`config.mk`:
```
export PLATFORM = sky130hd
export DESIGN_NAME = ptw_top
export DESIGN_NICKNAME = d
export VERILOG_FILES = /design/src/rtl/ptw_pkg.sv /design/src/rtl/ptw_entry_addr.sv /design/src/rtl/ptw_entry_decode.sv /design/src/rtl/ptw_walk_ctrl.sv /design/src/rtl/ptw_top.sv
export SDC_FILE = /design/constraint.sdc
export NUM_CORES = 1
export LEC_CHECK = 0
export ABC_CLOCK_PERIOD_IN_PS = 3100
export BUFFER_PORTS_ARGS = -buffer_cell sky130_fd_sc_hd__clkbuf_2
export CORE_AREA = 3 3 127 141
export CTS_BUF_LIST = sky130_fd_sc_hd__clkbuf_8
export DETAILED_ROUTE_END_ITERATION = 10
export DIE_AREA = 0 0 130 144
export GPL_TIMING_DRIVEN = 0
export HOLD_SLACK_MARGIN = 0.03
export PLACE_DENSITY_LB_ADDON = 0.05
export SETUP_SLACK_MARGIN = 0.4
export SYNTH_ARGS = -nofsm -noshare
export SYNTH_HDL_FRONTEND = slang
export SYNTH_SLANG_ARGS = --single-unit
```
`constraint.sdc`:
```
create_clock -name clk -period 3.1 [get_ports clk]
set_input_delay 0.62 -clock clk [delete_from_list [all_inputs] [get_ports clk]]
set_output_delay 0.62 -clock clk [all_outputs]
set_load 0.01 [all_outputs]
```
`src/rtl/ptw_pkg.sv`:
```
package ptw_pkg;

    typedef enum logic [1:0] {
        ST_IDLE     = 2'd0,
        ST_READ_DIR = 2'd1,
        ST_READ_PTE = 2'd2,
        ST_DONE     = 2'd3
    } walk_state_t;

endpackage

```
`src/rtl/ptw_entry_addr.sv`:
```
module ptw_entry_addr #(
    parameter int ADDR_W = 32,
    parameter int IDX_W  = 10,
    parameter int ENT_SH = 2
) (
    input  logic [ADDR_W-1:0] base,
    input  logic [IDX_W-1:0]  index,
    output logic [ADDR_W-1:0] addr
);
    localparam int PAD_W = ADDR_W - IDX_W - ENT_SH;

    logic [ADDR_W-1:0] scaled;

    always_comb begin
        scaled = {{PAD_W{1'b0}}, index, {ENT_SH{1'b0}}};
        addr   = base + scaled;
    end
endmodule

```
`src/rtl/ptw_entry_decode.sv`:
```
module ptw_entry_decode #(
    parameter int ADDR_W = 32,
    parameter int OFF_W  = 12
) (
    input  logic [ADDR_W-1:0] entry,
    output logic              present,
    output logic [ADDR_W-1:0] frame_base
);
    localparam logic [ADDR_W-1:0] LOW_MASK = ADDR_W'((64'd1 << OFF_W) - 64'd1);

    always_comb begin
        present    = entry[0];
        frame_base = entry & ~LOW_MASK;
    end
endmodule

```
`src/rtl/ptw_walk_ctrl.sv`:
```
module ptw_walk_ctrl
    import ptw_pkg::*;
#(
    parameter int ADDR_W = 32,
    parameter int OFF_W  = 12
) (
    input  logic              clk,
    input  logic              rst_n,
    input  logic              paging_en,
    input  logic [ADDR_W-1:0] dir_base,
    input  logic              req_valid,
    input  logic [ADDR_W-1:0] req_laddr,
    output logic              req_ready,
    output logic              mem_req,
    output logic              sel_pte,
    input  logic              mem_rvalid,
    input  logic              ent_present,
    input  logic [ADDR_W-1:0] ent_base,
    output logic [ADDR_W-1:0] laddr_q_o,
    output logic [ADDR_W-1:0] dbase_q_o,
    output logic [ADDR_W-1:0] tbase_q_o,
    output logic              resp_valid,
    output logic [ADDR_W-1:0] resp_paddr,
    output logic              resp_fault,
    output logic [ADDR_W-1:0] resp_laddr
);
    localparam logic [ADDR_W-1:0] LOW_MASK = ADDR_W'((64'd1 << OFF_W) - 64'd1);

    typedef struct packed {
        walk_state_t       st;
        logic              issued;
        logic [ADDR_W-1:0] laddr;
        logic [ADDR_W-1:0] dbase;
        logic [ADDR_W-1:0] tbase;
        logic [ADDR_W-1:0] paddr;
        logic              fault;
    } walk_regs_t;

    walk_regs_t r_q, r_d;

    always_comb begin
        r_d = r_q;
        case (r_q.st)
            ST_IDLE: begin
                if (req_valid) begin
                    r_d.laddr  = req_laddr;
                    r_d.dbase  = dir_base;
                    r_d.fault  = 1'b0;
                    r_d.issued = 1'b0;
                    if (paging_en) begin
                        r_d.st = ST_READ_DIR;
                    end else begin
                        r_d.paddr = req_laddr;
                        r_d.st    = ST_DONE;
                    end
                end
            end
            ST_READ_DIR: begin
                if (!r_q.issued) begin
                    r_d.issued = 1'b1;
                end else if (mem_rvalid) begin
                    r_d.issued = 1'b0;
                    if (ent_present) begin
                        r_d.tbase = ent_base;
                        r_d.st    = ST_READ_PTE;
                    end else begin
                        r_d.fault = 1'b1;
                        r_d.paddr = '0;
                        r_d.st    = ST_DONE;
                    end
                end
            end
            ST_READ_PTE: begin
                if (!r_q.issued) begin
                    r_d.issued = 1'b1;
                end else if (mem_rvalid) begin
                    r_d.issued = 1'b0;
                    if (ent_present) begin
                        r_d.paddr = ent_base + (r_q.laddr & LOW_MASK);
                    end else begin
                        r_d.fault = 1'b1;
                        r_d.paddr = '0;
                    end
                    r_d.st = ST_DONE;
                end
            end
            default: begin
                r_d.st = ST_IDLE;
            end
        endcase
    end

    always_ff @(posedge clk) begin
        if (!rst_n) begin
            r_q <= '{st: ST_IDLE, issued: 1'b0, laddr: '0, dbase: '0,
                     tbase: '0, paddr: '0, fault: 1'b0};
        end else begin
            r_q <= r_d;
        end
    end

    always_comb begin
        req_ready  = (r_q.st == ST_IDLE);
        mem_req    = ((r_q.st == ST_READ_DIR) || (r_q.st == ST_READ_PTE)) && !r_q.issued;
        sel_pte    = (r_q.st == ST_READ_PTE);
        resp_valid = (r_q.st == ST_DONE);
        resp_paddr = r_q.paddr;
        resp_fault = r_q.fault;
        resp_laddr = r_q.laddr;
        laddr_q_o  = r_q.laddr;
        dbase_q_o  = r_q.dbase;
        tbase_q_o  = r_q.tbase;
    end

    // a taken request closes the request window at once
    assert_busy_blocks_R2: assert property (@(posedge clk) disable iff (!rst_n)
        (req_valid && req_ready) |=> !req_ready);

    // pass-through returns the request address in the next cycle
    assert_bypass_R8: assert property (@(posedge clk) disable iff (!rst_n)
        (req_valid && req_ready && !paging_en) |=>
            (resp_valid && !resp_fault && resp_paddr == $past(req_laddr)));

    // single-cycle result, then ready again
    assert_resp_pulse_R9: assert property (@(posedge clk) disable iff (!rst_n)
        resp_valid |=> (!resp_valid && req_ready));

    // page offset survives translation
    assert_offset_kept_R5: assert property (@(posedge clk) disable iff (!rst_n)
        (resp_valid && !resp_fault) |-> (resp_paddr[OFF_W-1:0] == resp_laddr[OFF_W-1:0]));

    // a fault carries no physical address
    assert_fault_zero_R6: assert property (@(posedge clk) disable iff (!rst_n)
        (resp_valid && resp_fault) |-> (resp_paddr == '0));

    // read command is a one-cycle pulse
    assert_single_read_R11: assert property (@(posedge clk) disable iff (!rst_n)
        mem_req |=> !mem_req);

    // no read issued while idle
    assert_no_idle_read_R10: assert property (@(posedge clk) disable iff (!rst_n)
        req_ready |-> !mem_req);
endmodule

```
`src/rtl/ptw_top.sv`:
```
module ptw_top #(
    parameter int ADDR_W = 32,
    parameter int IDX_W  = 10,
    parameter int OFF_W  = 12,
    parameter int ENT_SH = 2
) (
    input  logic              clk,
    input  logic              rst_n,
    input  logic              paging_en,
    input  logic [ADDR_W-1:0] dir_base,
    input  logic              req_valid,
    input  logic [ADDR_W-1:0] req_laddr,
    output logic              req_ready,
    output logic              mem_req,
    output logic [ADDR_W-1:0] mem_addr,
    input  logic              mem_rvalid,
    input  logic [ADDR_W-1:0] mem_rdata,
    output logic              resp_valid,
    output logic [ADDR_W-1:0] resp_paddr,
    output logic              resp_fault,
    output logic [ADDR_W-1:0] resp_laddr
);
    localparam int LEVELS = 2;

    initial begin
        if (2 * IDX_W + OFF_W != ADDR_W) begin
            $display("ptw_top: index and offset widths do not fill the address");
        end
    end

    logic              sel_pte;
    logic              ent_present;
    logic [ADDR_W-1:0] ent_base;
    logic [ADDR_W-1:0] laddr_q, dbase_q, tbase_q;
    logic [ADDR_W-1:0] lvl_base [LEVELS];
    logic [IDX_W-1:0]  lvl_idx  [LEVELS];
    logic [ADDR_W-1:0] lvl_addr [LEVELS];

    always_comb begin
        lvl_base[0] = dbase_q;
        lvl_base[1] = tbase_q;
        lvl_idx[0]  = laddr_q[ADDR_W-1 -: IDX_W];
        lvl_idx[1]  = laddr_q[OFF_W +: IDX_W];
    end

    for (genvar g = 0; g < LEVELS; g++) begin : g_level
        ptw_entry_addr #(
            .ADDR_W(ADDR_W), .IDX_W(IDX_W), .ENT_SH(ENT_SH)
        ) u_ea (
            .base (lvl_base[g]),
            .index(lvl_idx[g]),
            .addr (lvl_addr[g])
        );
    end

    always_comb begin
        mem_addr = sel_pte ? lvl_addr[1] : lvl_addr[0];
    end

    ptw_entry_decode #(.ADDR_W(ADDR_W), .OFF_W(OFF_W)) u_dec (
        .entry     (mem_rdata),
        .present   (ent_present),
        .frame_base(ent_base)
    );

    ptw_walk_ctrl #(.ADDR_W(ADDR_W), .OFF_W(OFF_W)) u_ctrl (
        .clk        (clk),
        .rst_n      (rst_n),
        .paging_en  (paging_en),
        .dir_base   (dir_base),
        .req_valid  (req_valid),
        .req_laddr  (req_laddr),
        .req_ready  (req_ready),
        .mem_req    (mem_req),
        .sel_pte    (sel_pte),
        .mem_rvalid (mem_rvalid),
        .ent_present(ent_present),
        .ent_base   (ent_base),
        .laddr_q_o  (laddr_q),
        .dbase_q_o  (dbase_q),
        .tbase_q_o  (tbase_q),
        .resp_valid (resp_valid),
        .resp_paddr (resp_paddr),
        .resp_fault (resp_fault),
        .resp_laddr (resp_laddr)
    );

    // the read address holds while its read is outstanding
    assert_addr_hold_R11: assert property (@(posedge clk) disable iff (!rst_n)
        mem_req |=> (mem_addr == $past(mem_addr)));
endmodule

```
Yosys cells after proc, flatten, opt, wreduce, memory -nomap -nowiden

Index checks and enable logic that the tools add are counted.

Output and inout bits: 100
Logic and storage cells: 54
Register bits after elaboration: 120
Input bits: 101

Mux-type cells: 22
Equality and inequality tests: 11
$add $sub $neg: 3
Reduce and logical (&&, ||, !) cells: 11

Operators by type and width:

| operator           | count |
|---|---|
| $mux 33            | 6 |
| $pmux 33 s3        | 1 |
| $add 32x12->32     | 3 |
| $mux 32            | 3 |
| $mux 67            | 1 |
| $reduce_and 8->1   | 2 |
| $ne 2x2->1 const B | 6 |
| $mux 2             | 3 |
| $mux 3             | 2 |
| $pmux 2 s3         | 1 |
| $reduce_and 5->1   | 1 |
| $eq 2x2->1 const B | 2 |
| $mux 1             | 4 |
| $ne 2x1->1 const B | 2 |
| $reduce_and 2->1   | 2 |
| $reduce_and 4->1   | 1 |
| $pmux 1 s3         | 1 |
| $reduce_bool 3->1  | 1 |
| $eq 2x1->1 const B | 1 |
| $logic_not 2->1    | 1 |
| $logic_and 1x1->1  | 1 |
| $logic_not 1->1    | 1 |
| $logic_or 1x1->1   | 1 |

Logic depth before layout (Yosys ltp)

Depth in word-level cells: 5
Mapped depth: 9
Mapped depth without buffers: 8

Cells and area by module

A second synthesis with hierarchy kept.

Cell total of the unflattened synthesis: 1227
Area total of the unflattened synthesis: 9721.8 um2

Modules (own cells, without submodules):

| module                           | times used | area an instance (um2) | cells an instance |
|---|---|---|---|
| ptw_walk_ctrl                    | 1          | 7183.1                 | 925 |
| ptw_entry_addr (g_level[1].u_ea) | 1          | 879.6                  | 121 |
| ptw_entry_addr (g_level[0].u_ea) | 1          | 863.3                  | 111 |
| ptw_top                          | 1          | 544.3                  | 36 |
| ptw_entry_decode                 | 1          | 251.5                  | 34 |

Least setup slack after synthesis

Ideal clock, no wire load.

Path type: register to output
Start point: reg u_ctrl.r_q, in the netlist u_ctrl.laddr_q_o[22]
End point: out mem_addr[22]
Cell stages (with the launch flop): 9
Arrival: 2.313 ns
Slack: 0.167 ns
Path buffers: 0
Cell sequence: dfxtp_1 -> ha_1 -> fa_1 -> a211oi_1 -> nor3_1 -> o31ai_2 -> nor3_1 -> xor2_1 -> mux2_2

Longest elaborated chain between the ends: 2

Ends and longest elaborated chain:

| element                | RTL line             | text |
|---|---|---|
| start, declared        | ptw_walk_ctrl.sv:39  | `walk_regs_t r_q, r_d;` |
| start signal, assigned | ptw_walk_ctrl.sv:95  | `r_q <= '{st: ST_IDLE, issued: 1'b0, laddr: '0, dbase: '0,` |
| start signal, assigned | ptw_walk_ctrl.sv:98  | `r_q <= r_d;` |
| $add 32x12->32         | ptw_entry_addr.sv:16 | `addr = base + scaled;` |
| $mux 32                | ptw_top.sv:57        | `mem_addr = sel_pte ? lvl_addr[1] : lvl_addr[0];` |
| end, declared          | ptw_top.sv:15        | `output logic [ADDR_W-1:0] mem_addr,` |

Every way passes these cells.

Worst setup path after layout

Start point: reg u_ctrl.r_q, in the netlist u_ctrl.dbase_q_o[2]
End point: out mem_addr[16]

The elaborated chain is that of the path after synthesis.

==> results by group <==
Status
  – Status: complete, but fails checks
  – Failing checks: setup timing

Clock tree
  – Clk sinks: 120
  – Clk_lat worst skew: 0.44 ns
  – Cts hold-fix bufs: 0
  – CTS tree: built
  – CTS Buf Count: 17
  – CTS H-tree lvls: 4
  – CTS clock-pin slew for the worst setup and hold paths: around 0.07 ns
  – Clk buf depth: 2
  – Root buffer cell: clkbuf_8

Yosys
  – Mean Syn Cell Area: between 7 and 8 um^2
  – Post-synth EDFFs: 0
  – YS warnings: 0
  – Most used DFF post-synth: dfxtp_1
  – Sequential area share after synthesis: 0.363
  – Synth cell types: 50
  – Post-synth ARST share: 0
  – #FFs+latches synth: 120
  – Syn nets: 945
  – Synth Cell Area: around 6600 um^2
  – Syn Inst Count: just over 800

Pwr
  – Power Density: ~640 nW/um^2
  – Clock power share: 0.254
  – Net Sw Frac: 0.354
  – Pint: around 0.0038 W
  – Combinational group share of total power: 0.402
  – Leakage power: approximately 4.3 nW
  – Maximum vdd drop: between 0.3 and 0.4 mV
  – NetSw: approximately 0.0021 W
  – Share of power burned in registers: 0.344

Global routing
  – Grt ovf: 0
  – Vias in the first global route: slightly above 6000
  – Global-route usage over all layers: 0.227
  – Initial antenna violation count: 0
  – Global-route wire length before repair: 32500 um
  – Largest net degree at the start of global routing: 17

Worst setup path
  – Startpoint types: flop
  – Crit. End Element: output port
  – WS Path Type: reg -> out
  – Arrival time at the worst endpoint: 2.96 ns
  – Worst reg-to-reg setup slack: 0.73 ns
  – CP max FO: 4
  – Req. time, crit path: around 2.5 ns

Timing
  – Worst hold slack: roughly 0.40 ns
  – Final min period: roughly 3.6 ns
  – Crit share post-route: 1.16
  – Worst Clk Skew: around 0.0078 ns
  – Worst setup margin: -0.484 ns
  – Slew Limit Fails: 0
  – Setup violations, final: 22
  – Final Hold Viols: 0
  – Rel. slew slack: 0.465
  – Max Freq: 279 MHz
  – Worst-margin pin slew: about 0.8 ns
  – RSZ-0062 raised after global routing: yes

Job
  – Maxcap violations: 0

Cells and area
  – Layout cells sized above 1: 0.381
  – Area Growth Syn to Fin: 37.9%
  – Final nets: around 1200
  – Number of antenna diodes: 0

Detailed routing
  – 1st-iter DRT viols: 373
  – Final ANT Viol Nets: 0
  – Number of vias in the routed layout: between 6000 and 7000
  – DR pass1 iterations: 5
  – Overall routed net length: between 20000 and 25000 um
  – Wirelength per Cell: approximately 17 um
  – Vias per cell: 5.00
  – # DRC: 0

Floorplanning
  – Core area: between 15000 and 20000 um^2
  – Starting density of the core: 0.401
  – Full die area: 18700 um^2
  – DIE HEIGHT: about 140 um
  – Cell row count: ~50
  – Ports: 201
  – Die width: roughly 130 um

Placement
  – Post-place setup slack: -0.0987 ns
  – HPWL Detailed: approximately 16000 um
  – Port Buffers: 188
  – Routability-driven placement congestion ratio: about 0.86

Min path
  – Worst min path class: in -> reg
[kinds of logic after synthesis]
| group | after synthesis | share of synthesized area |
|---|---|---|
| multiplexers | 8 | 0.0134 |
| AND/OR/NAND/NOR | 327 | 0.213 |
| buffers and inverters | 120 | 0.112 |
| AO/OA/AOI/OAI | 211 | 0.232 |
| adder cells (fa/ha/maj) | 15 | 0.0295 |
| XOR/XNOR | 28 | 0.0371 |
| flip-flops | 120 | 0.363 |
[cell usage after synthesis, types with 2 or more instances]
cell	n	area [um^2]
o21bai_1	2	15.0
dfxtp_1	120	2400
clkbuf_1	38	143
nor2b_1	39	244
o21ai_0	12	60.1
nor4b_1	2	17.5
xnor2_1	16	140
inv_1	4	15.0
a21boi_0	85	638
a21oi_1	45	225
mux2_2	7	78.8
buf_6	6	67.6
buf_1	5	18.8
nor4_1	2	12.5
ha_1	14	175
nor2_1	13	48.8
nand3_1	11	55.1
a211oi_1	2	15.0
and3_1	3	18.8
buf_2	2	10.0
nand4_1	5	31.3
o211a_1	32	320
buf_4	64	480
a21o_1	3	22.5
xor2_1	12	105
o21ai_1	17	85.1
nor3_1	7	35.0
nand2_1	239	897
[area by class of cell]
| cell class | instances | area [um^2] |
|---|---|---|
| plain buffers | 115 | 741 |
| clock buffers | 20 | 275 |
| clock inverters | 12 | 134 |
| fillers | 1575 | 7360 |
| inverters | 5 | 18.8 |
| multi-input cells | 589 | 3970 |
| flip-flops and latches | 120 | 2440 |
| well taps | 204 | 255 |
| repair buffers | 225 | 1290 |
[power groups by stage]
stage	sequential (W)	clock [W]	combinational (W)
global placement	0.00201	0	0.00209
floorplan	0.00195	0	0.00141
finish	0.00200	0.00148	0.00233
detailed placement	0.00201	0	0.00210
CTS	0.00199	0.00151	0.00224
global route	0.00203	0.00158	0.00256
[final timing paths]
| kind | from | endpoint | cells past startpoint |
|---|---|---|---|
| worst max-delay path | u_ctrl.dbase_q_o[2]$_SDFFE_PN0P_ | mem_addr[16] | 11 |
| worst max register to register | u_ctrl.r_q[130]$_SDFFE_PN0P_ | u_ctrl.resp_paddr[18]$_SDFFE_PN0P_ | 10 |
| worst min-delay path | dir_base[2] | u_ctrl.dbase_q_o[2]$_SDFFE_PN0P_ | 3 |
| worst min register to register | u_ctrl.dbase_q_o[1]$_SDFFE_PN0P_ | u_ctrl.dbase_q_o[1]$_SDFFE_PN0P_ | 2 |
[sequential cells by signal, summed over array words and instances, names as in the netlist]
register and cells:
u_ctrl.r_q 3, u_ctrl.resp_paddr 32, u_ctrl.dbase_q_o 32, u_ctrl.laddr_q_o 32
u_ctrl.resp_fault 1, u_ctrl.tbase_q_o 20
[per-layer routing]
| layer | part of all wire | track usage | wire length (um) | up-vias |
|---|---|---|---|---|
| li1 | - | - | - | 3209 |
| met1 | 0.47 | 0.311 | 10300 | 2996 |
| met2 | 0.46 | 0.359 | 10200 | 206 |
| met3 | 0.051 | 0.0447 | 1130 | 33 |
| met4 | 0.020 | 0.0744 | 431 | 0 |
| met5 | 0 | 0 | 0 | - |
[worst max-delay path, cell delays in order (launching register included)]
cell and delay [ns]:
dfxtp_4 0.37, ha_4 0.17, fa_2 0.41, a211oi_4 0.30
nor3_2 0.10, buf_4 0.16, o31ai_4 0.30, buf_4 0.21
nor2_1 0.06, xnor2_1 0.12, o21ai_1 0.17, clkbuf_2 0.17
[cells in the final DEF, fill, tap and decap left out, types with 11 or more instances in the layout]
cell / count
buf_4: 91
o211a_1: 32
a21boi_0: 85
clkbuf_8: 21
a21oi_1: 38
buf_6: 17
xnor2_1: 15
xor2_1: 11
nand2_1: 237
clkbuf_2: 171
dfxtp_1: 105
nor2b_1: 38
buf_2: 20
clkbuf_1: 34
o21ai_1: 21
[timing repair]
action                                  CTS  global route
gates resized for setup                  94            57
setup buffers                            23            14
endpoints found under the setup margin   33            50
pin swaps                                40            33
[per-stage QoR]
stage          total power (W)  utilization  cell area, um^2  TNS [ns]  cells
2_1_floorplan          0.00336            -             6650         0    829
3_3_place_gp           0.00410        0.476             7850    -0.432   1221
3_5_place_dp           0.00411        0.476             7850    -0.387   1221
4_1_cts                0.00575        0.535             8820     -4.32   1276
5_1_grt                0.00617        0.553             9130     -6.94   1290
6_report               0.00581        0.553             9130     -5.20   1290
Note: power is estimated with default switching activity, not from simulation.
